==> config.mk <==
export PLATFORM = sky130hd
export DESIGN_NAME = pwm_deadtime_stage
export DESIGN_NICKNAME = d
export VERILOG_FILES = /design/src/rtl/dts_pkg.sv /design/src/rtl/dts_src_select.sv /design/src/rtl/dts_hold_timer.sv /design/src/rtl/pwm_deadtime_stage.sv
export SDC_FILE = /design/constraint.sdc
export NUM_CORES = 1
export LEC_CHECK = 0
export ABC_AREA = 1
export BUFFER_PORTS_ARGS = -buffer_cell sky130_fd_sc_hd__buf_2
export CAP_MARGIN = 20
export CORE_UTILIZATION = 52
export DETAILED_ROUTE_END_ITERATION = 10
export GPL_TIMING_DRIVEN = 1
export HOLD_SLACK_MARGIN = 0.1
export PLACE_DENSITY = 0.81
export SYNTH_ARGS = -nofsm -noshare
export SYNTH_HDL_FRONTEND = slang
export SYNTH_SLANG_ARGS = --single-unit
==> constraint.sdc <==
create_clock -name clk -period 1.5 [get_ports clk]
set_clock_uncertainty 0.1 [all_clocks]
set_input_delay 0.3 -clock clk [delete_from_list [all_inputs] [get_ports clk]]
set_output_delay 0.3 -clock clk [all_outputs]
set_load 0.01 [all_outputs]
==> src/rtl/dts_pkg.sv <==
package dts_pkg;
  typedef enum logic {
    MODE_INDEP = 1'b0,
    MODE_COMP  = 1'b1
  } drive_mode_e;

  typedef struct packed {
    drive_mode_e mode;
    logic        src;
  } drive_cfg_t;
endpackage

==> src/rtl/dts_src_select.sv <==
module dts_src_select
  import dts_pkg::*;
(
  input  logic clk,
  input  logic rst,
  input  logic pwm_a_i,
  input  logic pwm_b_i,
  input  logic comp_mode_i,
  input  logic src_sel_i,
  output logic sel_lvl_o,
  output logic edge_o,
  output logic cfg_chg_o
);
  logic       prev_q;
  drive_cfg_t cfg_now;
  drive_cfg_t cfg_q;

  assign cfg_now.mode = drive_mode_e'(comp_mode_i);
  assign cfg_now.src  = src_sel_i;
  assign sel_lvl_o    = src_sel_i ? pwm_b_i : pwm_a_i;

  // Edges only matter while the pair is complementary.
  assign edge_o    = (cfg_now.mode == MODE_COMP) && (sel_lvl_o != prev_q);
  assign cfg_chg_o = (cfg_now.mode != cfg_q.mode) ||
                     ((cfg_now.mode == MODE_COMP) && (cfg_now.src != cfg_q.src));

  always_ff @(posedge clk) begin
    if (rst) begin
      prev_q <= 1'b0;
      cfg_q  <= '{mode: MODE_INDEP, src: 1'b0};
    end else begin
      prev_q <= sel_lvl_o;
      cfg_q  <= cfg_now;
    end
  end

  AST_EDGE_ONLY_COMP: assert property (@(posedge clk) disable iff (rst)
    !comp_mode_i |-> !edge_o);
endmodule

==> src/rtl/dts_hold_timer.sv <==
module dts_hold_timer #(
  parameter int W = 8
) (
  input  logic         clk,
  input  logic         rst,
  input  logic         load_i,
  input  logic [W-1:0] load_val_i,
  output logic         busy_o
);
  localparam logic [W-1:0] ONE = W'(1);

  logic [W-1:0] cnt_q;

  always_ff @(posedge clk) begin
    if (rst)               cnt_q <= '0;
    else if (load_i)       cnt_q <= load_val_i;
    else if (cnt_q != '0)  cnt_q <= cnt_q - ONE;
  end

  assign busy_o = (cnt_q != '0);

  AST_RELOAD_VALUE: assert property (@(posedge clk) disable iff (rst)
    load_i |=> (cnt_q == $past(load_val_i)));
  AST_COUNT_DOWN: assert property (@(posedge clk) disable iff (rst)
    (!load_i && busy_o) |=> (cnt_q == $past(cnt_q) - ONE));
  AST_IDLE_STAYS: assert property (@(posedge clk) disable iff (rst)
    (!load_i && !busy_o) |=> !busy_o);
endmodule

==> src/rtl/pwm_deadtime_stage.sv <==
module pwm_deadtime_stage #(
  parameter int DT_W = 8
) (
  input  logic            clk,
  input  logic            rst,
  input  logic            pwm_a_i,
  input  logic            pwm_b_i,
  input  logic            comp_mode_i,
  input  logic            src_sel_i,
  input  logic [DT_W-1:0] dead_cnt_i,
  output logic            drv_hi_o,
  output logic            drv_lo_o
);
  logic sel_lvl;
  logic src_edge;
  logic cfg_chg;
  logic guard_load;
  logic guard_busy;

  dts_src_select u_sel (
    .clk         (clk),
    .rst         (rst),
    .pwm_a_i     (pwm_a_i),
    .pwm_b_i     (pwm_b_i),
    .comp_mode_i (comp_mode_i),
    .src_sel_i   (src_sel_i),
    .sel_lvl_o   (sel_lvl),
    .edge_o      (src_edge),
    .cfg_chg_o   (cfg_chg)
  );

  assign guard_load = src_edge | cfg_chg;

  dts_hold_timer #(.W(DT_W)) u_timer (
    .clk        (clk),
    .rst        (rst),
    .load_i     (guard_load),
    .load_val_i (dead_cnt_i),
    .busy_o     (guard_busy)
  );

  always_ff @(posedge clk) begin
    if (rst) begin
      drv_hi_o <= 1'b0;
      drv_lo_o <= 1'b0;
    end else if (guard_load || guard_busy) begin
      drv_hi_o <= 1'b0;
      drv_lo_o <= 1'b0;
    end else if (comp_mode_i) begin
      drv_hi_o <= sel_lvl;
      drv_lo_o <= ~sel_lvl;
    end else begin
      drv_hi_o <= pwm_a_i;
      drv_lo_o <= pwm_b_i;
    end
  end

  AST_NO_OVERLAP: assert property (@(posedge clk) disable iff (rst)
    $past(comp_mode_i) |-> !(drv_hi_o && drv_lo_o));
  AST_GUARD_LOW: assert property (@(posedge clk) disable iff (rst)
    (guard_load || guard_busy) |=> (!drv_hi_o && !drv_lo_o));
  AST_IND_FOLLOW: assert property (@(posedge clk) disable iff (rst)
    (!comp_mode_i && !guard_load && !guard_busy)
      |=> (drv_hi_o == $past(pwm_a_i) && drv_lo_o == $past(pwm_b_i)));
  AST_SRC_A: assert property (@(posedge clk) disable iff (rst)
    (comp_mode_i && !src_sel_i && !guard_load && !guard_busy)
      |=> (drv_hi_o == $past(pwm_a_i) && drv_lo_o != $past(pwm_a_i)));
  AST_SRC_B: assert property (@(posedge clk) disable iff (rst)
    (comp_mode_i && src_sel_i && !guard_load && !guard_busy)
      |=> (drv_hi_o == $past(pwm_b_i) && drv_lo_o != $past(pwm_b_i)));
endmodule

==> impl_metrics.yaml <==
finish:
  layout-drive-gt1-share: 0.2162
  nNetsFinal: 165
  synthToLayoutAreaGrowth_pct: 13.99
  regArea_um2: 260.3
  fin_util: 0.6639
  multi_input_comb_area_um2: 447.9
  n_fill_cell: 140
  diodes: 0
clocking:
  cts-htree-levels: 1
  cts.clk_slew.worst_paths_ns: 0.09
  clock_latency_ns: 0.29
  cts.sinks: 13
  numCtsBuffers: 3
  cts_tree: "yes"
  cts_max_path_buffers: 2
  cts_root_buf: "clkbuf_4"
  postCtsHoldBufs: 0
timing:
  finalCriticalPeriod_ns: 1.369
  hold_violations: 0
  setup_violations: 0
  rsz0062_at_grt: "false"
  worst_pin_slew_ns: 0.2731
  fmax_ghz: 0.7304
  fin_crit_sh: 0.9128
  tns_ns: 0
  drv_slew: 0
  maxSlewHeadroom: 0.8177
grt:
  grt_pass1_vias: 620
  met3_usage: 0.03261
  grt-busiest-layer: "met2"
  grt_use_met2: 0.3359
  grt_usage: 0.2179
  antenna_found_initial: 0
  overflow: 0
  grt_max_degree: 12
  grt_pass1_wl_mm: 2.359
  use_met1: 0.2769
yosys:
  ys_ff_latch: 13
  syn-cell-area_um2: 795.8
  synth.net_count: 146
  yosysSeqAreaShare: 0.3270
  avgSynthCellArea_um2: 6.121
  synth_cells: 130
  synth_cell_types: 21
  ys_warn_count: 0
floorplan:
  die_h_um: 41.12
  ios: 16
  core.rowCount: 13
  start_util: 0.5824
  fp.dieW_um: 41.12
  core_area_um2: 1366
  dieArea_um2: 1691
worst_setup_path:
  cp_max_fo: 5
  arrival_ns: 1.45
  critPathRequiredTime_ns: 1.58
  end_kind: "flop"
  crit_type: "reg -> reg"
  cp-start-kind: "flop"
routing:
  drc: 0
  drtPass1Iterations: 4
  post_drt_wl_per_cell_um: 9.571
  vias: 775
  drt_iter0_drc: 27
  via_per_inst: 4.755
  ant_nets: 0
  wirelength_mm: 1.560
pwr:
  power.density_nw_per_um2: 967.3
  p_leak_nw: 0.5042
  ir_worst_vdd_mv: 0.5609
run:
  maxCapViolations: 0
outcome:
  status: "complete, no violations"
placement:
  dp_hpwl_mm: 1.195
  place_congestion: 0.8296
  io_buffers: 15
worst_hold_path:
  hp-class: "in -> reg"
-- worst max-delay path: stages, from the launching register on --
cell	delay [ns]
dfxtp_1	0.32
inv_1	0.12
ha_1	0.16
nand2_1	0.10
nor2_4	0.15
inv_2	0.09
o21ai_2	0.17
nor2_1	0.06
-- cells in the final DEF (no fill, tap or decap), drive strengths merged --
| cell type | count |
|---|---|
| inv | 21 |
| clkbuf | 4 |
| nor3 | 1 |
| and2 | 1 |
| nand2 | 43 |
| nor2 | 30 |
| buf | 15 |
| or2 | 1 |
| ha | 2 |
| xnor2 | 3 |
| o21ai | 4 |
| a21oi | 2 |
| nand3 | 7 |
| dfxtp | 13 |
| nand4 | 1 |
-- report_power, final --
group | internal [mW] | switching (mW)
registers | 0.374 | 0.0245
clock network | 0.103 | 0.125
logic | 0.0997 | 0.151
total | 0.577 | 0.301
-- cells in the mapped netlist --
master,number,area share
nor2_4,1,0.014
nand3_2,1,0.013
inv_2,3,0.014
nor3_1,1,0.0063
xnor2_1,3,0.033
and2_1,1,0.0079
a21oi_1,2,0.013
ha_1,2,0.031
nand2_1,39,0.18
nand3_1,6,0.038
nor2_1,27,0.13
o21ai_1,2,0.013
nand4_1,1,0.0079
nand2_2,4,0.031
nor2_2,2,0.016
inv_1,18,0.085
or2_0,1,0.0079
buf_6,1,0.014
dfxtp_1,13,0.33
o21ai_2,1,0.011
o21ai_0,1,0.0063
-- registers in the layout (all words and copies together) (netlist names) --
| register | flops |
|---|---|
| drv_lo_o | 1 |
| drv_hi_o | 1 |
| u_timer.cnt_q | 8 |
| u_sel.prev_q | 1 |
| u_sel.cfg_q | 2 |
-- metrics by stage --
step / setup WS [ns] / instances / hold WS [ns] / total power, mW / instance area [um^2]
finish: 0.1308 / 163 / 0.1181 / 0.8775 / 907.1
global route: 0.005516 / 163 / 0.1379 / 0.9288 / 907.1
CTS: 0.06872 / 163 / 0.1213 / 0.8766 / 904.6
detailed placement: 0.06285 / 159 / 0.4124 / 0.6522 / 878.3
global placement: 0.09848 / 159 / 0.4070 / 0.6416 / 878.3
floorplan: 0.2038 / 130 / 0.2724 / 0.5981 / 795.8
-- layout make-up --
cell class              count  area share
inverters                  21     0.08690
multi-input cells          95      0.4938
flip-flops and latches     13      0.2869
well taps                  15     0.02069
repair buffers             15     0.08276
clock buffers               4     0.02897
-- cells by family (layout without fill, tap and decap cells) --
logic type,after synthesis,after routing,synth area share
AOI/OAI and AO/OA,6,6,0.04245
DFF,13,13,0.3270
adders and majority gates,2,2,0.03144
buffers and inverters,22,40,0.1132
and+or+nand+nor,84,84,0.4528
xor gates and xnor gates,3,3,0.03302
-- repair_timing --
item | 4_1_cts | 5_1_grt
setup endpoints to repair | 0 | 7
buffers inserted | 0 | 0
gates resized for setup | 0 | 2
-- path summary, 6_finish.rpt --
path                                        from  slack, ns  depth (start not counted)                to
worst max register to register  u_timer.cnt_q[1]       0.13                          7  u_timer.cnt_q[7]
worst min register to register  u_timer.cnt_q[0]       0.44                          3  u_timer.cnt_q[0]
worst min-delay path                         rst       0.12                          2  u_timer.cnt_q[2]
worst max-delay path            u_timer.cnt_q[1]       0.13                          7  u_timer.cnt_q[7]
-- per-layer routing --
metal  share of wire  wire (um)
met1            0.51        794
met2            0.42        657
met3           0.046         71
met4           0.024         37
met5               0          0
(Power assumes the default switching activity.)
